$ cat config.mk
export PLATFORM = sky130hd
export DESIGN_NAME = exc_escalate_ctrl
export DESIGN_NICKNAME = d
export VERILOG_FILES = /design/src/rtl/esc_pkg.sv /design/src/rtl/esc_decide.sv /design/src/rtl/esc_fsm.sv /design/src/rtl/esc_out.sv /design/src/rtl/exc_escalate_ctrl.sv
export SDC_FILE = /design/constraint.sdc
export NUM_CORES = 1
export LEC_CHECK = 0
export ABC_AREA = 1
export BUFFER_PORTS_ARGS = -buffer_cell sky130_fd_sc_hd__buf_2
export CAP_MARGIN = 20
export CORE_ASPECT_RATIO = 0.5
export CORE_UTILIZATION = 46
export DETAILED_ROUTE_END_ITERATION = 10
export HOLD_SLACK_MARGIN = 0.06
export PLACE_DENSITY = 0.77
export REMOVE_ABC_BUFFERS = 1
export SLEW_MARGIN = 5
export SYNTH_ARGS = -nofsm -noshare
export SYNTH_HDL_FRONTEND = slang
export SYNTH_SLANG_ARGS = --single-unit
export TNS_END_PERCENT = 5
$ cat constraint.sdc
create_clock -name clk -period 2.2 [get_ports clk]
set_clock_uncertainty 0.2 [all_clocks]
set_input_delay 0.33 -clock clk [delete_from_list [all_inputs] [get_ports clk]]
set_output_delay 0.33 -clock clk [all_outputs]
set_load 0.01 [all_outputs]
$ cat src/rtl/esc_pkg.sv
package esc_pkg;

    typedef enum logic [1:0] {
        CLS_BENIGN = 2'd0,
        CLS_SEG    = 2'd1,
        CLS_PAGE   = 2'd2,
        CLS_RSVD   = 2'd3
    } exc_cls_t;

    typedef enum logic [2:0] {
        ST_IDLE = 3'd0,
        ST_SEG  = 3'd1,
        ST_PAGE = 3'd2,
        ST_DBL  = 3'd3,
        ST_SHUT = 3'd4
    } esc_state_t;

    typedef enum logic [2:0] {
        ACT_NONE = 3'd0,
        ACT_PASS = 3'd1,
        ACT_DBL  = 3'd2,
        ACT_SHUT = 3'd3,
        ACT_NMI  = 3'd4
    } esc_act_t;

endpackage

$ cat src/rtl/esc_decide.sv
module esc_decide
    import esc_pkg::*;
(
    input  esc_state_t st,
    input  logic       rz_vld,
    input  logic [1:0] rz_cls,
    input  logic       cmpl_vld,
    input  logic       nmi_req,
    output esc_act_t   act,
    output esc_state_t st_nxt
);

    exc_cls_t cls;
    logic     tracked;

    always_comb begin
        cls     = exc_cls_t'(rz_cls);
        tracked = (cls == CLS_SEG) || (cls == CLS_PAGE);
    end

    always_comb begin
        act    = ACT_NONE;
        st_nxt = st;
        unique case (st)
            ST_SHUT: begin
                if (nmi_req) begin
                    act    = ACT_NMI;
                    st_nxt = ST_IDLE;
                end
            end
            ST_IDLE, ST_SEG, ST_PAGE, ST_DBL: begin
                if (rz_vld) begin
                    if (!tracked) begin
                        act = ACT_PASS;
                    end else begin
                        unique case (st)
                            ST_IDLE: begin
                                act    = ACT_PASS;
                                st_nxt = (cls == CLS_SEG) ? ST_SEG : ST_PAGE;
                            end
                            ST_SEG: begin
                                if (cls == CLS_PAGE) begin
                                    act    = ACT_PASS;
                                    st_nxt = ST_PAGE;
                                end else begin
                                    act    = ACT_DBL;
                                    st_nxt = ST_DBL;
                                end
                            end
                            ST_PAGE: begin
                                act    = ACT_DBL;
                                st_nxt = ST_DBL;
                            end
                            default: begin
                                act    = ACT_SHUT;
                                st_nxt = ST_SHUT;
                            end
                        endcase
                    end
                end else if (cmpl_vld) begin
                    st_nxt = ST_IDLE;
                end
            end
            default: begin
                st_nxt = ST_IDLE;
            end
        endcase
    end

endmodule

$ cat src/rtl/esc_fsm.sv
module esc_fsm
    import esc_pkg::*;
(
    input  logic       clk,
    input  logic       rst_n,
    input  esc_state_t st_nxt,
    output esc_state_t st_q
);

    always_ff @(posedge clk or negedge rst_n) begin
        if (!rst_n) st_q <= ST_IDLE;
        else        st_q <= st_nxt;
    end

endmodule

$ cat src/rtl/esc_out.sv
module esc_out
    import esc_pkg::*;
#(
    parameter int VEC_W   = 8,
    parameter int ERR_W   = 16,
    parameter int DF_VEC  = 8,
    parameter int NMI_VEC = 2
) (
    input  logic             clk,
    input  logic             rst_n,
    input  esc_act_t         act,
    input  logic [VEC_W-1:0] rz_vec,
    input  logic [ERR_W-1:0] rz_err,
    output logic             dlv_vld,
    output logic [VEC_W-1:0] dlv_vec,
    output logic [ERR_W-1:0] dlv_err
);

    localparam logic [VEC_W-1:0] DF_V  = VEC_W'(DF_VEC);
    localparam logic [VEC_W-1:0] NMI_V = VEC_W'(NMI_VEC);

    always_ff @(posedge clk or negedge rst_n) begin
        if (!rst_n) begin
            dlv_vld <= 1'b0;
            dlv_vec <= '0;
            dlv_err <= '0;
        end else begin
            unique case (act)
                ACT_PASS: begin
                    dlv_vld <= 1'b1;
                    dlv_vec <= rz_vec;
                    dlv_err <= rz_err;
                end
                ACT_DBL: begin
                    dlv_vld <= 1'b1;
                    dlv_vec <= DF_V;
                    dlv_err <= '0;
                end
                ACT_NMI: begin
                    dlv_vld <= 1'b1;
                    dlv_vec <= NMI_V;
                    dlv_err <= '0;
                end
                default: begin
                    dlv_vld <= 1'b0;
                end
            endcase
        end
    end

endmodule

$ cat src/rtl/exc_escalate_ctrl.sv
module exc_escalate_ctrl
    import esc_pkg::*;
#(
    parameter int VEC_W   = 8,
    parameter int ERR_W   = 16,
    parameter int DF_VEC  = 8,
    parameter int NMI_VEC = 2
) (
    input  logic             clk,
    input  logic             rst_n,
    input  logic             rz_vld,
    input  logic [VEC_W-1:0] rz_vec,
    input  logic [1:0]       rz_cls,
    input  logic [ERR_W-1:0] rz_err,
    input  logic             cmpl_vld,
    input  logic             nmi_req,
    output logic             dlv_vld,
    output logic [VEC_W-1:0] dlv_vec,
    output logic [ERR_W-1:0] dlv_err,
    output logic             halted
);

    esc_state_t st_q;
    esc_state_t st_nxt;
    esc_act_t   act;

    esc_decide u_decide (
        .st       (st_q),
        .rz_vld   (rz_vld),
        .rz_cls   (rz_cls),
        .cmpl_vld (cmpl_vld),
        .nmi_req  (nmi_req),
        .act      (act),
        .st_nxt   (st_nxt)
    );

    esc_fsm u_fsm (
        .clk    (clk),
        .rst_n  (rst_n),
        .st_nxt (st_nxt),
        .st_q   (st_q)
    );

    esc_out #(
        .VEC_W   (VEC_W),
        .ERR_W   (ERR_W),
        .DF_VEC  (DF_VEC),
        .NMI_VEC (NMI_VEC)
    ) u_out (
        .clk     (clk),
        .rst_n   (rst_n),
        .act     (act),
        .rz_vec  (rz_vec),
        .rz_err  (rz_err),
        .dlv_vld (dlv_vld),
        .dlv_vec (dlv_vec),
        .dlv_err (dlv_err)
    );

    assign halted = (st_q == ST_SHUT);

endmodule

=== Word-level counts from Yosys, hierarchy flattened ===
Cells that the tools add are included.
W data, S select, Z words.

* Equality and inequality tests: 12
* Multiplexer cells: 17
* Reductions and logical operators: 8

{| class="wikitable"
|+ Operators by type and width
! operator !! number
|-
| $pmux W16 S2 || 1
|-
| $pmux W8 S3 || 1
|-
| $mux W3 || 7
|-
| $pmux W3 S3 || 2
|-
| $pmux W3 S2 || 2
|-
| $eq A3 B2 Y1 const B || 3
|-
| $eq A3 B1 Y1 const B || 2
|-
| $eq A3 B3 Y1 const B || 2
|-
| $mux W2 || 2
|-
| $reduce_or A4 Y1 || 1
|-
| $logic_not A3 Y1 || 1
|-
| $ne A3 B2 Y1 const B || 1
|-
| $ne A3 B3 Y1 const B || 1
|-
| $reduce_and A3 Y1 || 1
|-
| $reduce_bool A3 Y1 || 1
|-
| $reduce_or A3 Y1 || 1
|-
| $eq A2 B1 Y1 const B || 1
|-
| $eq A2 B2 Y1 const B || 1
|-
| $mux W1 || 2
|-
| $ne A2 B2 Y1 const B || 1
|-
| $reduce_bool A2 Y1 || 1
|-
| $reduce_or A2 Y1 || 1
|-
| $logic_or A1 B1 Y1 || 1
|}

* Register bits after elaboration: 28
* Bits of input ports: 31
* Word-level logic and storage cells: 41

=== Depth between registers and ports, before layout ===
* Depth after elaboration: 9
* Mapped depth: 11
* Mapped depth without buffers: 11

=== By module ===
A second synthesis with hierarchy kept.

* Cell total of the unflattened synthesis: 162
* Area, all modules: 1505.2 um2

{| class="wikitable"
|+ By module, submodules not included
! module !! times used !! cells each !! area each (um2) !! sequential area each (um2)
|-
| esc_out || 1 || 118 || 1196.1 || 625.6
|-
| esc_decide || 1 || 38 || 220.2 || 0.0
|-
| esc_fsm || 1 || 3 || 75.1 || 75.1
|-
| exc_escalate_ctrl || 1 || 3 || 13.8 || 0.0
|}

=== Worst setup path before layout ===
Ideal clock, no wire load.

* Path kind: in2reg
* Start point: input rz_cls[0]
* End point: register u_out.dlv_err[0]
* Arrival: 1.428 ns
* Path slack: 0.455 ns
* Stages: 9
* Buffers on the path: 1
* Path through: inv_1 > ha_1 > nor3_1 > nand2_1 > nand3_4 > inv_2 > buf_6 > nand2_1 > nand2_1

* Word-level cells in the longest chain between the ends: 9
* Elaborated cells between the ends (all ways): 14

{| class="wikitable"
|+ RTL lines
! element !! RTL line !! RTL
|-
| from (decl) || exc_escalate_ctrl.sv:13 || <nowiki>input logic [1:0] rz_cls,</nowiki>
|-
| $eq A2 B2 Y1 || esc_decide.sv:18, esc_decide.sv:42 ||
|-
| $mux W2 || esc_decide.sv:42 || <nowiki>if (cls == CLS_PAGE) begin</nowiki>
|-
| $pmux W3 S3 || esc_decide.sv:36 || <nowiki>unique case (st)</nowiki>
|-
| $mux W3 * || esc_decide.sv:33 || <nowiki>if (!tracked) begin</nowiki>
|-
| $mux W3 * || esc_decide.sv:32 || <nowiki>if (rz_vld) begin</nowiki>
|-
| $pmux W3 S2 * || esc_decide.sv:24 || <nowiki>unique case (st)</nowiki>
|-
| $eq A3 B2 Y1 / $eq A3 B3 Y1 (equally long branches) || esc_out.sv:28 || <nowiki>unique case (act)</nowiki>
|-
| $reduce_or A2 Y1 (no source line) || -- ||
|-
| $pmux W16 S2 / $reduce_bool A2 Y1 (equally long branches) || -- ||
|-
| to (signal assigned) || esc_out.sv:32 || <nowiki>dlv_err <= rz_err;</nowiki>
|-
| to (decl) || esc_out.sv:16 || <nowiki>output logic [ERR_W-1:0] dlv_err</nowiki>
|}

Every way passes the cells marked *; elsewhere a longest branch is shown, timed or not.
A chain may end at the register's enable or synchronous reset.

=== Final worst setup path ===
* Start point: register u_fsm.st_q[2]
* End point: register u_out.dlv_vec[1]

* Word-level cells in the longest chain between the ends: 7
* Elaborated cells between the ends (all ways): 15

{| class="wikitable"
|+ RTL lines
! element !! RTL line !! RTL
|-
| from (decl) || esc_fsm.sv:7 || <nowiki>output esc_state_t st_q</nowiki>
|-
| from (signal assigned) || esc_fsm.sv:12 || <nowiki>else st_q <= st_nxt;</nowiki>
|-
| $eq A3 B2 Y1 (tied with other cells) || esc_decide.sv:24, esc_decide.sv:36 ||
|-
| $pmux W3 S3 || esc_decide.sv:36 ||
|-
| $mux W3 || esc_decide.sv:33 ||
|-
| $mux W3 || esc_decide.sv:32 ||
|-
| $pmux W3 S2 * || esc_decide.sv:24 ||
|-
| $eq A3 B3 Y1 (tied with other cells) || esc_out.sv:28 ||
|-
| $pmux W8 S3 / $reduce_bool A3 Y1 (equally long branches) || -- ||
|-
| to (signal assigned) || esc_out.sv:31 || <nowiki>dlv_vec <= rz_vec;</nowiki>
|-
| to (decl) || esc_out.sv:15 || <nowiki>output logic [VEC_W-1:0] dlv_vec,</nowiki>
|}

Marked as above.

==> impl_results.md <==
* YS warnings at 0
* Core Box Area at 2640 um2
* Worst path cell trace: inv_2 > nand3_1 > nand2_1 > nand3_1 > nand2_1 > inv_2 > nand2_1 > nand2_1 > nand2_1
* Remaining DRCs at 0
* DP Wirelength at 2010 um
* Mapped Area at between 1000 and 1500 um2
* Worst VDD drop at approximately 0.56 mV
* Nets at 264
* Clock buffer depth at 2
* Most frequent CP cell: nand2_1
* Delay-heaviest family, CP: simple AND/OR/NAND/NOR gates
* Proportion of power drawn by the clock network at 17.3%
* Critical R2R Launch: u_fsm.st_q[2]
* Largest cells by area after synthesis: dfrtp_1 54%, nand2_1 18%, nand3_1 11%
* RePlAce Congestion at 0.834
* Crit path capture type: flop
* Num CTS Buffers at 3
* Status: complete, no violations
* Clock sinks at 28
* Slowest Stage Delay on Critical Path at 450 ps
* Slew HR at 59.9%
* Starting Density at 49.4%
* Number of max-cap violations at 0
* P_int at 1.40 mW
* Via/cell ratio at 4.86
* Hold Path Stages at 3
* Mean post-synth cell area at about 8.5 um2
* Die Span Y at 39.6 um
* Initial DRT Pass Iterations at 4
* H-tree depth at 1
* Chip width at 77.3 um
* Layout cells sized above 1 at 29.6%
* # Post-CTS Setup Buffers at 0
* Vias in the first global route at 1151
* Hold Crit Endpoint: u_out.dlv_err[6]
* Total Routing Usage GR at 22.6%
* Dominant cell type by area after synthesis: dfrtp_1
* Hold Crit Start: rz_err[6]
* Crit path DAT at 1820 ps
* Minimum clock period at 1850 ps
* Final Core Density at 70.4%
* Post-Syn Instances at around 150
* Sequential group share of total power at 38.8%
* CTS tree: built
* I/O Pins at between 50 and 60
* Startpoint Class: flop
* Sequential area share after synthesis at 53.8%
* Critical path peak fanout at 25
* Leading cell type in the layout, fill and taps excluded: nand2_1
* Slew Limit Fails at 0
* Final setup fails at 0
* Area after DPL at 1580 um2
* # rows at 13
* Post-route clock period utilization at about 84%
* Via count at 1297
* Clock latency on the worst-skew pair at 270 ps
* Routed WL at between 3000 and 4000 um
* Global-route wire length before repair at 5130 um
* Top cell type's share of synthesized area at 53.8%
* Final hold vios at 0
* Hold Path Class: in2reg
* Worst-case reg-to-reg path depth at 9
* Most frequent cells in the layout: 61 x nand2_1, 56 x buf_2, 28 x nand3_1, 28 x dfrtp_1, 20 x dlygate4sd3_1
* N_diodes at 0
* Setup ws final at 351 ps
* Clk pin slew, worst setup/hold paths at 90 ps
* ANT nets after route at 0
* Root Buffer: clkbuf_8
* Final hold slack at 67.1 ps
* Pwr Total at 2.33 mW
* Die area at 3060 um2
* DP Worst Slack at 211 ps
* Setup tns final at 0 ps
* Switching share of power at 39.9%
* Layout area overhead at 42.5%
* Final Instance Count excl. Fillers at 267
* WL/cell at 12.3 um
* CP required at 2170 ps
* Post-Place Cells at 243
* FILL cells at 216
* DR iter-0 viols at 70
* Antenna violations before repair at 0
* Worst R2R End: u_out.dlv_vec[1]
* Static leakage at 1.08 nW
* Finished layout cell area at 1860 um2
* Logic pwr share at 43.9%
* Worst-margin pin slew at 602 ps
* Reg2Reg Setup Slack at 350 ps
* Grt ovf at 0
* WS Path Type: reg2reg
* PD cells at 1250 nW/um2
* F_max at 541 MHz
* Crit path buf inv count at 2
* Switching power at 0.929 mW
* Largest net degree at the start of global routing at 29
* Netlist cell types at 16
* Slowest cell on crit path: dfrtp_1
* Seq cells post-synth at 28
* Unrepaired setup endpoints after global routing: false
* Port bufs at between 50 and 60
-- state kept, by name (all words and copies together) (netlist names) --
name           cells
u_fsm.st_q         3
u_out.dlv_vld      1
u_out.dlv_vec      8
u_out.dlv_err     16
-- routing by layer --
layer / GRT usage, % / vias to the layer above / routed length, um
met5: 0 / - / 0
met4: 8.49 / 0 / 53
met3: 4.65 / 8 / 133
met2: 42.5 / 47 / 1670
met1: 26.6 / 601 / 1420
li1: - / 641 / -
-- final cells by class --
cell class / instances / area, um2 / share of cell area (%)
Timing Repair Buffer: 78 / 495 / 26.7
Sequential cell: 28 / 701 / 37.8
Multi-Input combinational cell: 104 / 482 / 26.0
Clock buffer: 3 / 41.3 / 2.23
Tap cell: 37 / 46.3 / 2.49
Inverter: 16 / 60.1 / 3.24
Clock inverter: 1 / 30.0 / 1.62
-- cell families (layout without fill, tap and decap cells) --
logic type      Yosys count  after routing  synth area share (%)
simple gates             94             94                  31.6
flops                    28             28                  53.8
buf+inv                  22             98                  9.22
compound gates            8              8                  3.46
fa+ha+maj                 2              2                  1.92
-- power groups by stage --
stage | sequential [mW] | combinational [mW] | clock, mW
floorplan | 1.00 | 0.473 | 0
global placement | 0.902 | 0.948 | 0
detailed placement | 0.908 | 0.973 | 0
CTS | 0.895 | 1.00 | 0.409
global route | 0.922 | 1.15 | 0.426
finish | 0.902 | 1.02 | 0.401
-- cell usage after synthesis --
library cell,instances
a31oi_1,1
buf_4,2
buf_6,4
dfrtp_1,28
ha_1,2
inv_1,13
inv_2,3
nand2_1,61
nand3_1,28
nand3_4,1
nor2_1,1
nor2_2,1
nor3_1,1
nor3_2,1
o21ai_0,6
o311ai_0,1
-- worst max-delay path by stage --
stage,cells past startpoint,from,to
final,9,u_fsm.st_q[2],u_out.dlv_vec[1]
after global routing,9,u_fsm.st_q[2],u_out.dlv_vec[3]
after CTS,9,u_fsm.st_q[2],u_out.dlv_vec[1]
after detailed placement,9,rz_cls[0],u_out.dlv_err[15]
after global placement,9,rz_cls[0],u_out.dlv_vec[6]
after floorplan,8,rz_cls[0],u_out.dlv_err[0]
-- what timing repair did --
action | in CTS | in global routing
hold buffers | 20 | 0
endpoints found under the hold margin | 47 | 0
resized for setup | 0 | 0
-- tightest hold or removal path, cell delays in order --
cell and delay, ps:
buf_2 80, nand2_1 40, nand2_1 60
No activity file was read; power rests on OpenSTA's default activity.
